--- config.mk ---
export PLATFORM = sky130hd
export DESIGN_NAME = boot_retry_seq
export DESIGN_NICKNAME = d
export VERILOG_FILES = /design/src/rtl/boot_retry_seq.sv
export SDC_FILE = /design/constraint.sdc
export NUM_CORES = 1
export LEC_CHECK = 0
export ABC_AREA = 1
export ABC_CLOCK_PERIOD_IN_PS = 1400
export CAP_MARGIN = 0
export CORE_ASPECT_RATIO = 0.6
export CORE_MARGIN = 2
export CORE_UTILIZATION = 26
export DETAILED_ROUTE_END_ITERATION = 10
export SKIP_LAST_GASP = 1
export SYNTH_ARGS = -nofsm -noshare
export SYNTH_HDL_FRONTEND = slang
export SYNTH_SLANG_ARGS = --single-unit
--- constraint.sdc ---
create_clock -name clk -period 1.4 [get_ports clk]
set_input_delay 0.28 -clock clk [delete_from_list [all_inputs] [get_ports clk]]
set_output_delay 0.28 -clock clk [all_outputs]
set_load 0.03 [all_outputs]
--- src/rtl/boot_retry_seq.sv ---
module boot_retry_seq #(
  parameter int NIMG = 4,
  parameter logic [31:0] MAGIC = 32'h49535756,
  parameter int STW = 16,
  localparam int IW = $clog2(NIMG)
) (
  input  logic           clk,
  input  logic           rst_n,
  input  logic           boot_start,
  input  logic           cold,
  input  logic [1:0]     src_sel,
  input  logic [31:0]    sw_state,
  input  logic           fb_avail,
  input  logic           ld_done,
  input  logic           ld_crc_ok,
  output logic           ld_req,
  output logic [IW-1:0]  ld_idx,
  output logic           handoff,
  output logic           fb_req,
  output logic           halt_err,
  output logic [IW-1:0]  last_idx,
  output logic [STW-1:0] status
);
  localparam logic [IW-1:0] LAST = IW'(NIMG - 1);

  typedef enum logic [2:0] {S_IDLE, S_LOAD, S_HAND, S_RUN, S_FB, S_HALT} st_t;

  st_t          st;
  logic [IW-1:0] cur, last;
  logic         exh, started;
  logic [1:0]   src;

  assign ld_req   = (st == S_LOAD);
  assign ld_idx   = cur;
  assign handoff  = (st == S_HAND);
  assign fb_req   = (st == S_FB);
  assign halt_err = (st == S_HALT);
  assign last_idx = last;
  assign status   = STW'({2'b00, src, 6'b000000, started, exh});

  wire st_t fb_next = fb_avail ? S_FB : S_HALT;

  always_ff @(posedge clk or negedge rst_n) begin
    if (!rst_n) begin
      st <= S_IDLE;
      cur <= '0;
      last <= '0;
      exh <= 1'b0;
      started <= 1'b0;
      src <= 2'b00;
    end else if (boot_start) begin
      src <= src_sel;
      started <= 1'b0;
      if (cold) begin
        exh <= 1'b0;
        last <= '0;
        cur <= '0;
        st <= S_LOAD;
      end else if (exh) begin
        st <= fb_next;
      end else if (sw_state == MAGIC) begin
        cur <= last;
        st <= S_LOAD;
      end else if (last == LAST) begin
        exh <= 1'b1;
        st <= fb_next;
      end else begin
        cur <= last + 1'b1;
        last <= last + 1'b1;
        st <= S_LOAD;
      end
    end else begin
      case (st)
        S_LOAD: if (ld_done) begin
          if (ld_crc_ok) begin
            last <= cur;
            st <= S_HAND;
          end else if (cur == LAST) begin
            exh <= 1'b1;
            st <= fb_next;
          end else begin
            cur <= cur + 1'b1;
          end
        end
        S_HAND: begin
          started <= 1'b1;
          st <= S_RUN;
        end
        default: st <= st;
      endcase
    end
  end

  a_r2_cold_from_zero: assert property (@(posedge clk) disable iff (!rst_n)
    boot_start && cold |=> ld_req && ld_idx == '0);

  a_r4_handoff_follows_pass: assert property (@(posedge clk) disable iff (!rst_n)
    handoff |-> $past(ld_req && ld_done && ld_crc_ok && !boot_start));

  a_r4_handoff_one_cycle: assert property (@(posedge clk) disable iff (!rst_n)
    handoff |=> !handoff);

  a_r6_warm_advance: assert property (@(posedge clk) disable iff (!rst_n)
    boot_start && !cold && !status[0] && sw_state != MAGIC && last_idx != LAST
    |=> last_idx == IW'($past(last_idx) + 1'b1) && ld_idx == last_idx);

  a_r7_last_fail_exhausts: assert property (@(posedge clk) disable iff (!rst_n)
    ld_req && ld_done && !ld_crc_ok && ld_idx == LAST && !boot_start
    |=> status[0] && (fb_req || halt_err));

  a_r8_lockout: assert property (@(posedge clk) disable iff (!rst_n)
    boot_start && !cold && status[0] |=> !ld_req && status[0]);

  a_r10_exclusive: assert property (@(posedge clk) disable iff (!rst_n)
    $onehot0({ld_req, handoff, fb_req, halt_err}));
endmodule

==> flow_results.xml <==
<?xml version="1.0" encoding="UTF-8"?>
<metrics>
  <group name="power_and_ir_drop">
    <metric name="p_leak" unit="nW">1.10</metric>
    <metric name="design_power_total" unit="W">0.00248</metric>
    <metric name="power_per_cell_area" unit="nW/µm²">1320</metric>
    <metric name="peak_supply_drop" unit="V">0.000517</metric>
  </group>
  <group name="floorplan">
    <metric name="core_area" unit="µm²">4170</metric>
    <metric name="die_x" unit="µm">89.5</metric>
    <metric name="floorplan.die_area" unit="µm²">4950</metric>
    <metric name="boundaryPins" unit="">65</metric>
    <metric name="floorplan.die.height" unit="µm">55.3</metric>
    <metric name="initial_utilization" unit="%">27.4</metric>
    <metric name="rows" unit="">18</metric>
  </group>
  <group name="layout">
    <metric name="final_common_cell" unit="">sky130_fd_sc_hd__nand2_1</metric>
    <metric name="antenna-diode-count" unit="">0</metric>
    <metric name="final_util" unit="%">45.2</metric>
    <metric name="nets" unit="">298</metric>
    <metric name="area.growth.synth_to_final" unit="%">65.0</metric>
    <metric name="filler_cell_count" unit="">437</metric>
    <metric name="finish.instance_area" unit="µm²">1880</metric>
    <metric name="layout_common_cells" unit="">sky130_fd_sc_hd__nand2_1, sky130_fd_sc_hd__dlygate4sd2_1, sky130_fd_sc_hd__inv_1</metric>
    <metric name="finalNonFillerCells" unit="">314</metric>
    <metric name="final_layout_size_suffix_gt1_share" unit="%">25.6</metric>
  </group>
  <group name="route">
    <metric name="route.vias.total" unit="">1243</metric>
    <metric name="routed_via_density" unit="">3.96</metric>
    <metric name="detailedRoute.firstIterationViolations" unit="">67</metric>
    <metric name="drt_pre_antenna_iters" unit="">4</metric>
    <metric name="wire_per_inst" unit="µm">10.1</metric>
    <metric name="ant_nets" unit="">0</metric>
    <metric name="post-route-drc-count" unit="">0</metric>
    <metric name="drt_wl_total" unit="µm">3170</metric>
  </group>
  <group name="worst_setup_path">
    <metric name="slowest_delay" unit="ps">430</metric>
    <metric name="critical_path_class" unit="">reg2out</metric>
    <metric name="critPathArrivalTime" unit="ps">1080</metric>
    <metric name="worst_setup_path_end_kind" unit="">primary output</metric>
    <metric name="crit_chain" unit="">inv_2, nand3_2, inv_2, buf_6</metric>
    <metric name="rr_worst_depth" unit="">7</metric>
    <metric name="crit-reg2reg-launch" unit="">ld_idx[0]</metric>
    <metric name="cp.required" unit="ps">1120</metric>
    <metric name="critical_path.startpoint" unit="">st[1]</metric>
    <metric name="timing.critical_path.fanout_max" unit="">4</metric>
    <metric name="startpoint_type" unit="">flip-flop</metric>
    <metric name="cp_common_cell" unit="">sky130_fd_sc_hd__inv_2</metric>
    <metric name="critical-path-slowest-cell" unit="">sky130_fd_sc_hd__dfrtp_1</metric>
  </group>
  <group name="placed_design">
    <metric name="dp_worst_setup_slack" unit="ps">-352</metric>
    <metric name="port_buffers" unit="">52</metric>
    <metric name="place_area" unit="µm²">1720</metric>
    <metric name="dpl.hpwl" unit="µm">2620</metric>
    <metric name="routabilityCongestion" unit="">0.807</metric>
    <metric name="place.detailed.instances" unit="">305</metric>
  </group>
  <group name="cts">
    <metric name="ctsRootBufferMaster" unit="">sky130_fd_sc_hd__clkbuf_8</metric>
    <metric name="cts.sink_count" unit="">11</metric>
    <metric name="clock_tree_from_tritoncts" unit="">built</metric>
    <metric name="clock_tree.buffer_depth" unit="">2</metric>
    <metric name="clock_insertion_delay_worst_skew" unit="ps">240</metric>
    <metric name="path_clk_slew" unit="ps">50</metric>
    <metric name="cts-buffers-inserted" unit="">3</metric>
    <metric name="htree_levels" unit="">1</metric>
  </group>
  <group name="run_status">
    <metric name="outcome" unit="">finished clean</metric>
  </group>
  <group name="timing">
    <metric name="rsz0062_at_grt" unit="">yes</metric>
    <metric name="max_freq" unit="MHz">738</metric>
    <metric name="clock-skew-final" unit="ps">3.21</metric>
    <metric name="hold_viol_final" unit="">0</metric>
    <metric name="timing.final.crit_period" unit="ps">1360</metric>
    <metric name="timing.final.ws_setup" unit="ps">44.1</metric>
    <metric name="finalSetupViolations" unit="">0</metric>
    <metric name="timing.final.crit_share" unit="%">96.9</metric>
    <metric name="final-max-slew-violation-count" unit="">0</metric>
  </group>
  <group name="yosys">
    <metric name="synthFlopType" unit="">sky130_fd_sc_hd__dfrtp_1</metric>
    <metric name="ys_warn_count" unit="">0</metric>
    <metric name="synth_cells" unit="">188</metric>
    <metric name="synth-edff-count" unit="">0</metric>
    <metric name="syn_avg_cell_area" unit="µm²">6.07</metric>
    <metric name="ys_async_sr_fraction" unit="%">100</metric>
    <metric name="seq_area_frac_synth" unit="%">24.1</metric>
    <metric name="syn_area" unit="µm²">1140</metric>
    <metric name="synth.ff_latch_count" unit="">11</metric>
    <metric name="synth.lib_cells_used.distinct" unit="">25</metric>
  </group>
  <group name="global_route">
    <metric name="antenna_violations_before_repair" unit="">0</metric>
    <metric name="grt.total_usage" unit="%">12.9</metric>
    <metric name="globalRouteOverflowTotal" unit="">0</metric>
    <metric name="grt_pass1_vias" unit="">1160</metric>
    <metric name="largest_net_degree_at_the_start_of_global_routing" unit="">12</metric>
    <metric name="grt_first_pass_wirelength" unit="µm">4970</metric>
  </group>
  <group name="min_path">
    <metric name="hold_path_class" unit="">in2async</metric>
  </group>
  <group name="flow_run">
    <metric name="timing.max_cap.violations" unit="">0</metric>
  </group>
</metrics>
## stage by stage
stage	setup TNS, ps	hold slack [ps]
after detailed placement	-2370	465
final	0	341
after floorplan	0	-15.6
after global routing	-73.9	355
after global placement	-2020	471
after CTS	0	343
## repair_timing
action | 4_1_cts | 5_1_grt
pin swaps | 16 | 27
resized for setup | 24 | 35
endpoints found under the setup margin | 13 | 9
setup buffers | 3 | 2
hold buffers | 0 | 0
## state kept, by name, indices dropped and copies added (netlist names)
name      cells
last_idx      2
st            3
started       1
exh           1
src           2
ld_idx        2
## cell type report
cell class | count | area, µm² | area share [%]
multi-input combinational | 142 | 724 | 38.5
timing repair buffer | 66 | 644 | 34.2
sequential | 11 | 275 | 14.6
inverter | 31 | 119 | 6.31
tap | 60 | 75.1 | 3.99
clock buffer | 4 | 45.0 | 2.39
## worst max-delay path, delay by kind of cell, from the launching register on
family | cells | cell delay, ps
buf+inv | 3 | 320
flops | 1 | 430
simple gates | 1 | 100
## cells by family after synthesis
family	after synthesis	synth area share (%)
AO/OA/AOI/OAI	11	5.92
adder cells (fa/ha/maj)	2	2.19
buffers and inverters	46	20.6
flip-flops	11	24.1
other	1	0.329
AND/OR/NAND/NOR	117	46.8
## power by group
part	total, W	internal, W	switching [W]
clock network	0.000312	0.000199	0.000113
logic	0.00162	0.000663	0.000958
registers	0.000548	0.000448	0.0000997
## final timing paths
kind	slack (ps)	endpoint
max	40	ld_req
min	340	st[0]
max reg2reg	90	exh
min reg2reg	480	src[0]
max in group asynchronous	910	st[2]
min in group clk	480	src[0]
## Yosys cell counts (2+ instances only)
library cell              instances  area share [%]
sky130_fd_sc_hd__ha_1             2             2.2
sky130_fd_sc_hd__nand2_2          8             4.4
sky130_fd_sc_hd__nor3_1           2            0.88
sky130_fd_sc_hd__nor2_2           4             2.2
sky130_fd_sc_hd__o21ai_0          2            0.88
sky130_fd_sc_hd__a21oi_1          3             1.3
sky130_fd_sc_hd__inv_2            5             1.6
sky130_fd_sc_hd__o21ai_1          3             1.3
sky130_fd_sc_hd__dfrtp_1         11              24
sky130_fd_sc_hd__nor2_1          21             6.9
sky130_fd_sc_hd__buf_4           14             9.2
sky130_fd_sc_hd__nor2_4           2             2.0
sky130_fd_sc_hd__nand3_1         10             4.4
sky130_fd_sc_hd__inv_1           25             8.2
sky130_fd_sc_hd__nand2_1         65              21
sky130_fd_sc_hd__nand3_2          2             1.8
## metal layers
| metal | global-route usage (%) | up-vias | wire, µm |
|---|---|---|---|
| li1 | - | 678 | - |
| met1 | 18.8 | 528 | 1580 |
| met2 | 18.3 | 33 | 1340 |
| met3 | 4.19 | 4 | 220 |
| met4 | 3.20 | 0 | 30 |
| met5 | 0 | - | 0 |
No activity file was read; power rests on OpenSTA's default activity.
